File: src/rtl/spr_gen_pkg.sv
package spr_gen_pkg;

    localparam int GFX_BITS  = 8;
    localparam int SLOT_PX   = 16;
    localparam int MAX_SLOTS = 5;

    typedef enum logic [2:0] {
        SZ_ONE        = 3'd0,
        SZ_TWO_NEAR   = 3'd1,
        SZ_TWO_MID    = 3'd2,
        SZ_THREE_NEAR = 3'd3,
        SZ_TWO_FAR    = 3'd4,
        SZ_DOUBLE     = 3'd5,
        SZ_THREE_MID  = 3'd6,
        SZ_QUAD       = 3'd7
    } size_code_e;

    typedef enum logic [1:0] {
        SCALE_X1 = 2'd0,
        SCALE_X2 = 2'd1,
        SCALE_X4 = 2'd2
    } scale_e;

    // slots: one bit per 16-pixel grid cell holding a copy start
    typedef struct packed {
        logic [MAX_SLOTS-1:0] slots;
        scale_e               scale;
    } shape_t;

    function automatic shape_t decode_shape(size_code_e code);
        shape_t s;
        s.scale = SCALE_X1;
        unique case (code)
            SZ_ONE:        s.slots = 5'b00001;
            SZ_TWO_NEAR:   s.slots = 5'b00011;
            SZ_TWO_MID:    s.slots = 5'b00101;
            SZ_THREE_NEAR: s.slots = 5'b00111;
            SZ_TWO_FAR:    s.slots = 5'b10001;
            SZ_THREE_MID:  s.slots = 5'b10101;
            SZ_DOUBLE: begin
                s.slots = 5'b00001;
                s.scale = SCALE_X2;
            end
            SZ_QUAD: begin
                s.slots = 5'b00001;
                s.scale = SCALE_X4;
            end
            default:       s.slots = 5'b00001;
        endcase
        return s;
    endfunction

    // leftmost pixel shows the MSB unless mirrored
    function automatic logic [2:0] bit_for_pixel(logic [2:0] px, logic mirror);
        return mirror ? px : (3'd7 - px);
    endfunction

endpackage

File: src/rtl/spr_beam_timer.sv
module spr_beam_timer #(
    parameter int LINE_CLKS   = 228,
    parameter int HBLANK_CLKS = 68
) (
    input  logic clk,
    input  logic rst,
    input  logic line_start,
    output logic visible
);
    localparam int HW = $clog2(LINE_CLKS);
    localparam logic [HW-1:0] LAST  = HW'(LINE_CLKS - 1);
    localparam logic [HW-1:0] FIRST_VIS = HW'(HBLANK_CLKS);

    logic [HW-1:0] hcnt_q;

    always_ff @(posedge clk) begin
        if (rst || line_start) begin
            hcnt_q <= '0;
        end else if (hcnt_q == LAST) begin
            hcnt_q <= '0;
        end else begin
            hcnt_q <= hcnt_q + 1'b1;
        end
    end

    assign visible = (hcnt_q >= FIRST_VIS);

    a_r2_line_wrap: assert property (@(posedge clk) disable iff (rst)
        (hcnt_q == LAST && !line_start) |=> (hcnt_q == '0));

    a_r1_blank_after_start: assert property (@(posedge clk) disable iff (rst)
        line_start |=> !visible);

endmodule

File: src/rtl/spr_pos_counter.sv
module spr_pos_counter #(
    parameter int VIS_CLKS = 160,
    parameter int POS_W    = 8
) (
    input  logic             clk,
    input  logic             rst,
    input  logic             advance,
    input  logic             pos_rst,
    output logic [POS_W-1:0] pos
);
    localparam logic [POS_W-1:0] LAST = POS_W'(VIS_CLKS - 1);

    logic [POS_W-1:0] pos_q;

    always_ff @(posedge clk) begin
        if (rst || pos_rst) begin
            pos_q <= '0;
        end else if (advance) begin
            pos_q <= (pos_q == LAST) ? '0 : pos_q + 1'b1;
        end
    end

    assign pos = pos_q;

    a_r4_strobe_zero: assert property (@(posedge clk) disable iff (rst)
        pos_rst |=> (pos == '0));

    a_r3_hold_in_blank: assert property (@(posedge clk) disable iff (rst)
        (!advance && !pos_rst) |=> $stable(pos));

    a_r3_wrap: assert property (@(posedge clk) disable iff (rst)
        (advance && !pos_rst && pos == LAST) |=> (pos == '0));

endmodule

File: src/rtl/spr_gfx_select.sv
module spr_gfx_select #(
    parameter int GW = 8
) (
    input  logic          clk,
    input  logic          rst,
    input  logic          line_start,
    input  logic          vdelay_en,
    input  logic [GW-1:0] gfx_live,
    output logic [GW-1:0] gfx_shown
);
    logic [GW-1:0] gfx_held_q;

    always_ff @(posedge clk) begin
        if (rst) begin
            gfx_held_q <= '0;
        end else if (line_start) begin
            gfx_held_q <= gfx_live;
        end
    end

    assign gfx_shown = vdelay_en ? gfx_held_q : gfx_live;

    a_r11_capture: assert property (@(posedge clk) disable iff (rst)
        (line_start ##1 vdelay_en) |-> (gfx_shown == $past(gfx_live)));

endmodule

File: src/rtl/spr_serializer.sv
module spr_serializer
    import spr_gen_pkg::*;
#(
    parameter int POS_W = 8
) (
    input  logic [POS_W-1:0]    pos,
    input  logic [GFX_BITS-1:0] gfx,
    input  logic [2:0]          size_code,
    input  logic                mirror,
    input  logic                visible,
    output logic                pix
);
    shape_t     shape;
    logic       hit;
    logic [2:0] px_idx;

    always_comb begin
        int p;
        shape  = decode_shape(size_code_e'(size_code));
        p      = int'(pos);
        hit    = 1'b0;
        px_idx = 3'd0;
        unique case (shape.scale)
            SCALE_X2: begin
                hit    = (p < 2 * GFX_BITS);
                px_idx = 3'(p >> 1);
            end
            SCALE_X4: begin
                hit    = (p < 4 * GFX_BITS);
                px_idx = 3'(p >> 2);
            end
            default: begin
                for (int s = 0; s < MAX_SLOTS; s++) begin
                    if (shape.slots[s] && p >= s * SLOT_PX
                        && p < s * SLOT_PX + GFX_BITS) begin
                        hit    = 1'b1;
                        px_idx = 3'(p - s * SLOT_PX);
                    end
                end
            end
        endcase
        pix = visible & hit & gfx[bit_for_pixel(px_idx, mirror)];
    end

endmodule

File: src/rtl/sprite_copy_gen.sv
module sprite_copy_gen
    import spr_gen_pkg::*;
#(
    parameter int LINE_CLKS   = 228,
    parameter int HBLANK_CLKS = 68
) (
    input  logic                clk,
    input  logic                rst,
    input  logic                line_start,
    input  logic                pos_rst,
    input  logic [GFX_BITS-1:0] gfx,
    input  logic [2:0]          size_code,
    input  logic                mirror,
    input  logic                vdelay_en,
    output logic                pix_on
);
    localparam int VIS_CLKS = LINE_CLKS - HBLANK_CLKS;
    localparam int POS_W    = $clog2(VIS_CLKS);

    logic                visible_w;
    logic [POS_W-1:0]    pos_w;
    logic [GFX_BITS-1:0] gfx_w;

    spr_beam_timer #(
        .LINE_CLKS  (LINE_CLKS),
        .HBLANK_CLKS(HBLANK_CLKS)
    ) timer_i (
        .clk       (clk),
        .rst       (rst),
        .line_start(line_start),
        .visible   (visible_w)
    );

    spr_pos_counter #(
        .VIS_CLKS(VIS_CLKS),
        .POS_W   (POS_W)
    ) pos_i (
        .clk    (clk),
        .rst    (rst),
        .advance(visible_w),
        .pos_rst(pos_rst),
        .pos    (pos_w)
    );

    spr_gfx_select #(
        .GW(GFX_BITS)
    ) sel_i (
        .clk       (clk),
        .rst       (rst),
        .line_start(line_start),
        .vdelay_en (vdelay_en),
        .gfx_live  (gfx),
        .gfx_shown (gfx_w)
    );

    spr_serializer #(
        .POS_W(POS_W)
    ) ser_i (
        .pos      (pos_w),
        .gfx      (gfx_w),
        .size_code(size_code),
        .mirror   (mirror),
        .visible  (visible_w),
        .pix      (pix_on)
    );

    a_r1_dark_in_blank: assert property (@(posedge clk) disable iff (rst)
        !visible_w |-> !pix_on);

    a_r8_quad_extent: assert property (@(posedge clk) disable iff (rst)
        (size_code == 3'd7 && pos_w >= POS_W'(32)) |-> !pix_on);

    a_r5_single_extent: assert property (@(posedge clk) disable iff (rst)
        (size_code == 3'd0 && pos_w >= POS_W'(8)) |-> !pix_on);

endmodule

File: config.mk
export PLATFORM = sky130hd
export DESIGN_NAME = sprite_copy_gen
export DESIGN_NICKNAME = d
export VERILOG_FILES = /design/src/rtl/spr_gen_pkg.sv /design/src/rtl/spr_beam_timer.sv /design/src/rtl/spr_pos_counter.sv /design/src/rtl/spr_gfx_select.sv /design/src/rtl/spr_serializer.sv /design/src/rtl/sprite_copy_gen.sv
export SDC_FILE = /design/constraint.sdc
export NUM_CORES = 1
export LEC_CHECK = 0
export CORE_MARGIN = 3
export CORE_UTILIZATION = 35
export DETAILED_ROUTE_END_ITERATION = 10
export PLACE_DENSITY = 0.54
export SYNTH_ARGS = -nofsm -noshare
export SYNTH_HDL_FRONTEND = slang
export SYNTH_SLANG_ARGS = --single-unit
File: constraint.sdc
create_clock -name clk -period 2.9 [get_ports clk]
set_input_delay 0.435 -clock clk [delete_from_list [all_inputs] [get_ports clk]]
set_output_delay 0.435 -clock clk [all_outputs]
set_load 0.02 [all_outputs]
* Yosys cells after proc, flatten, opt, wreduce, memory -nomap -nowiden *
Cells that the tools add are included.

word-level totals
  bits in read-only memories = 0
  memories = 0
  bits in registers = 24
  input port bits = 17
  RAM bits = 0
  bits in latches = 0

cells by class
  $mul = 0
  reductions and logical operators = 14
  div/mod/pow operators = 0
  equal/unequal tests = 11
  order comparisons = 13
  shift operators = 0
  multiplexer cells = 19
  add/subtract/negate cells = 7
  bitwise gates (word level) = 2

operators by type and width
  cell                                                                                 count
  5-bit case mux with 6 select lines                                                   1
  8-bit by 6-bit < comparator with 1-bit output, second input constant                 3
  3-bit 2-to-1 mux                                                                     6
  8-bit by 1-bit adder with 8-bit output, second input constant                        2
  8-bit equality test, second input constant                                           2
  8-bit by 6-bit greater-or-equal comparator with 1-bit output, second input constant  2
  8-bit by 7-bit greater-or-equal comparator with 1-bit output, second input constant  2
  8-bit by 5-bit < comparator with 1-bit output, second input constant                 2
  8-bit 2-to-1 mux                                                                     2
  3-bit equality test, second input constant                                           4
  3-bit by 1-bit subtractor with 3-bit output, second input constant                   4
  1-bit logical AND                                                                    9
  8-bit by 5-bit greater-or-equal comparator with 1-bit output, second input constant  1
  8-bit by 4-bit < comparator with 1-bit output, second input constant                 1
  8-bit by 7-bit < comparator with 1-bit output, second input constant                 1
  3-bit by 2-bit equality test with 1-bit output, second input constant                2
  1-bit 2-to-1 mux                                                                     6
  3-bit case mux with 2 select lines                                                   1
  3-bit by 4-bit < comparator with 1-bit output, second input constant                 1
  2-bit case mux with 2 select lines                                                   1
  1-bit binary-select mux with 3-bit select                                            1
  3-bit by 1-bit equality test with 1-bit output, second input constant                1
  3-bit zero test                                                                      1
  3-bit OR reduction                                                                   1
  7 further kinds                                                                      9

* Logic depth before layout (Yosys ltp) *
Gate-level depths: netlist of run 1.

  word-level depth = 15
  mapped depth = 11
  depth with buffers taken out = 11

* Hierarchy *
From an unflattened synthesis of run 1, not the netlist that was laid out.

second synthesis, totals
  cell total of the unflattened synthesis = 173
  area total of the unflattened synthesis = 1,541.5 um^2

modules (own cells, without submodules)
  module           instances  cells each  area each (um^2)  sequential area each (um^2)
  spr_gfx_select   1          35          416.6             160.2
  spr_beam_timer   1          43          386.6             160.2
  spr_serializer   1          58          385.4             0.0
  spr_pos_counter  1          37          352.8             160.2

* Least setup slack after synthesis of run 1 *
OpenSTA, ideal clock, no wires.

  path type = input to output
  start point = input port size_code[0]
  end point = output port pix_on
  cell stages on the path = 11
  arrival time = 2.528 ns
  slack = -0.063 ns
  path buffers = 0
  cell sequence = nand2_1 -> or2_2 -> ha_1 -> nor3b_2 -> o221ai_2 -> a21oi_4 -> a21oi_4 -> o311ai_1 -> nand2_1 -> a41o_1 -> a41oi_2

between the ends
  cells in the longest elaborated chain, start to end = 15
  elaborated cells between the ends (all ways) = 35
  classes of those cells = add/sub (1); eq/ne (9); mux (15); bitwise (2); reduce/logical (8)

ends and longest elaborated chain
  element                                                 line                   RTL
  start: declaration                                      sprite_copy_gen.sv:12  input logic [2:0] size_code,
  3-bit equality test or 3-bit zero test (tied branches)  spr_gen_pkg.sv:33      unique case (code)
  3-bit OR reduction (no line)                            -
  5-bit case mux with 6 select lines                      spr_gen_pkg.sv:33
  1-bit logical AND                                       spr_serializer.sv:34   if (shape.slots[s] && p >= s * SLOT_PX
  1-bit logical AND                                       spr_serializer.sv:35   && p < s * SLOT_PX + GFX_BITS) begin
  3-bit 2-to-1 mux (4 in a row)                           spr_serializer.sv:34
  3-bit case mux with 2 select lines                      spr_serializer.sv:23   unique case (shape.scale)
  3-bit subtractor                                        spr_gen_pkg.sv:55      return mirror ? px : (3'd7 - px);
  3-bit 2-to-1 mux                                        spr_gen_pkg.sv:55
  1-bit binary-select mux with 3-bit select               spr_serializer.sv:42   pix = visible & hit & gfx[bit_for_pixel(px_idx, mirror)];
  1-bit 2-to-1 mux (implied by the code)                  spr_serializer.sv:42
  1-bit AND *                                             spr_serializer.sv:42
  end: declaration                                        sprite_copy_gen.sv:15  output logic pix_on

Mark *: on every way between the ends. The rest lies on a longest branch, timed or not. The select of a mux whose other input is x is not followed.

* Worst setup path after layout of run 1 *
  start point = input port size_code[2]
  end point = output port pix_on

Same word-level chain as after synthesis.

==> results of run 1 <==
power by group through the flow:
stage          Clock [uW]  Combinational (uW)  Sequential (uW)
2_1_floorplan           0                57.9              348
3_3_place_gp            0                95.9              349
3_5_place_dp            0                98.0              350
4_1_cts               298                 102              342
5_1_grt               309                 117              343
6_report              288                 106              342
kinds of logic (layout without fill, tap and decap cells):
kind of cell,Yosys count,after routing,synth area share [%]
simple gates,74,74,24.0
compound gates,29,29,15.6
flops,24,24,31.8
mux,19,19,13.5
buf+inv,12,44,4.23
xor+xnor,10,10,5.80
fa+ha+maj,6,6,4.97
sequential cells by signal, summed over array words and instances, names as in the netlist:
name / cells
sel_i.gfx_held_q: 8
timer_i.hcnt_q: 8
pos_i.pos: 8
worst max-delay path, cell delays in order:
cell and delay (ps):
buf_8 80, nand2_4 40, or2_4 240, ha_4 270
nor3b_4 170, o221ai_2 130, a21oi_4 240, a21oi_4 120
buf_6 130, mux4_2 420, nand2_2 70, a41oi_2 100
buf_4 170
placed cells by master (no fill, tap or decap), drive strengths merged, types with 3 or more instances in the layout:
cell type / synthesis / layout
inv: 6 / 6
xnor2: 4 / 4
nand2: 13 / 13
dfxtp: 24 / 24
clkbuf: 2 / 3
nor2: 25 / 25
o21ai: 9 / 9
nand4: 5 / 5
nand2b: 3 / 3
xor2: 6 / 6
ha: 6 / 6
nor3: 8 / 8
mux2i: 17 / 17
clkdlybuf4s50: 0 / 13
nand3: 6 / 6
a21oi: 8 / 8
a22oi: 3 / 3
buf: 3 / 21
or3: 4 / 4
path summary, 6_finish.rpt:
| kind | startpoint | endpoint | slack (ps) | cells after the start |
|---|---|---|---|---|
| worst max-delay path | size_code[2] | pix_on | -170 | 13 |
| worst min-delay path | timer_i.hcnt_q[0]$_SDFF_PP0_ | timer_i.hcnt_q[0]$_SDFF_PP0_ | 470 | 1 |
| worst max register to register | timer_i.hcnt_q[4]$_SDFF_PP0_ | pos_i.pos[5]$_SDFFE_PP0P_ | 1030 | 6 |
| worst min register to register | timer_i.hcnt_q[0]$_SDFF_PP0_ | timer_i.hcnt_q[0]$_SDFF_PP0_ | 470 | 1 |
routing by layer:
layer,up-vias,share of wire [%],wire length [um],global-route usage [%]
met1,625,49,1650,19.0
met5,-,0,0,0
li1,682,-,-,-
met4,0,0.81,27,3.13
met3,4,1.8,60,2.10
met2,11,48,1610,22.2
area by class of cell:
cell class / count / area, sq um
fillers: 404 / 2110
multi-input cells: 138 / 1020
flip-flops and latches: 24 / 480
repair buffers: 34 / 322
well taps: 50 / 62.6
clock buffers: 3 / 41.3
clock inverters: 1 / 30.0
inverters: 6 / 22.5
through the flow:
step | setup WS [ps] | power, uW | instances | hold WS [ps]
after global placement | -994 | 445 | 246 | 445
final | -174 | 735 | 256 | 470
after detailed placement | -1120 | 448 | 246 | 462
after global routing | -295 | 769 | 256 | 495
after CTS | -218 | 742 | 253 | 481
after floorplan | 52.0 | 406 | 174 | 430
what timing repair did:
item / in CTS / in global routing
pin swaps: 10 / 7
hold endpoints to repair: 0 / 0
setup endpoints to repair: 1 / 1
setup buffers: 3 / 3
resized for setup: 28 / 12
==> run_results.csv, run 1 <==
group,metric,value,unit
outcome,run_status,"finished with violations",
outcome,violations,"setup timing",
clock_tree,cts_made_buffers,3,
route,wire_per_inst,13.1,um
setup_path,crit_type,"in -> out",
clock_tree,cts_buffer_depth,2,
route,wl,3340,um
placed_design,dpl_cell_area,1800,sq um
pwr,vdd_drop_max,297,uV
sta,report.final.slew_viol_count,0,
placed_design,hpwl,2590,um
pwr,combPwrFrac,14.4,%
finish,antennaDiodeCount,0,
logic_synthesis,yosysWarnings,0,
setup_path,cp.required,2470,ps
sta,setup_tns,-174,ps
logic_synthesis,synth_commonest_cells,"nor2_1, dfxtp_1, mux2i_1, nand2_1, nor3_1",
finish,fin_nets,230,
logic_synthesis,synth_most_common_cell,"nor2_1",
setup_path,critPathArrivalTime,2640,ps
sta,period_needed,3070,ps
clock_tree,ctsHoldBuffers,0,
die,die_area,5140,sq um
placed_design,place_congestion,0.790,
die,fp.dieW,71.7,um
logic_synthesis,synth_top_area_share,31.8,%
logic_synthesis,synth_cell_types,41,
die,rows,23,
pwr,seqPwrFrac,46.5,%
flow_run,cap_violations,0,
finish,drive_gt1_share,21.4,%
placed_design,numPortBuffers,17,
pwr,swShare,21.4,%
die,io_pins,18,
logic_synthesis,synthArstFlopShare,0,%
sta,max_freq,325,MHz
logic_synthesis,ys_top_cells_by_area,"dfxtp_1, mux2i_1, nor2_1, ha_1, xor2_1",
route,num_vias,1322,
clock_tree,htree_levels,1,
route,firstDrtPassIters,4,
setup_path,cp_max_fo,5,
grt,grt_pass1_vias,1282,
logic_synthesis,syn_nets,197,
route,drtIter0Drc,69,
clock_tree,tritoncts,"done",
sta,worst_slack,-174,ps
sta,rsz0062_at_grt,"yes",
pwr,clock_power_share,39.1,%
logic_synthesis,yosysSeqAreaShare,31.8,%
pwr,internal_power,578,uW
grt,antenna_found_initial,0,
sta,worstMarginPinSlew,562,ps
logic_synthesis,ys.flop_type,"dfxtp_1",
clock_tree,cts_root_buf,"clkbuf_8",
sta,setup_viol,1,
sta,final_hold_viol_count,0,
sta,clock_skew,8.06,ps
die,die_h,71.7,um
setup_path,setup.worst_path.end_class,"output port",
grt,grt_overflow,0,
clock_tree,clk_pin_slew,80,ps
logic_synthesis,synth-edff-count,0,
clock_tree,clk_latency,260,ps
setup_path,cp-start-kind,"primary input",
grt,grtUsageTotal,13.7,%
route,drc,0,
pwr,p_sw,158,uW
logic_synthesis,ys_ff_latch,24,
route,ant_nets,0,
logic_synthesis,syn_inst,174,
die,start_util,36.9,%
hold_path,hold_class,"reg -> reg",
grt,grt_pass1_wl,5750,um
finish,fin_util,48.4,%
finish,area_growth,31.2,%
sta,slew_headroom,62.3,%
finish,stdcell_area,1980,sq um
sta,min_period_over_period,106,%
clock_tree,cts.sinks,24,
route,avgViaCountPerCell,5.16,
pwr,leakage,0.000774,uW
logic_synthesis,syn_area_per_cell,8.67,sq um
logic_synthesis,synth_largest_area_cell,"dfxtp_1",
pwr,power_density,372,nW/um^2
logic_synthesis,syn_area,1510,sq um
die,core,4090,sq um
grt,grt_max_degree,15,
Note: power is estimated with default switching activity, not from simulation.
==> run 2: changes to the inputs <==
--- a/config.mk
+++ b/config.mk
@@ -5,8 +5,10 @@
 export SDC_FILE = /design/constraint.sdc
 export NUM_CORES = 1
 export LEC_CHECK = 0
+export CAP_MARGIN = 25
 export CORE_MARGIN = 3
 export CORE_UTILIZATION = 35
+export CTS_CLUSTER_SIZE = 16
 export DETAILED_ROUTE_END_ITERATION = 10
 export PLACE_DENSITY = 0.54
 export SYNTH_ARGS = -nofsm -noshare
==> results of run 2 <==
The final DEF is identical to that of run 1; final timing and power are the same.
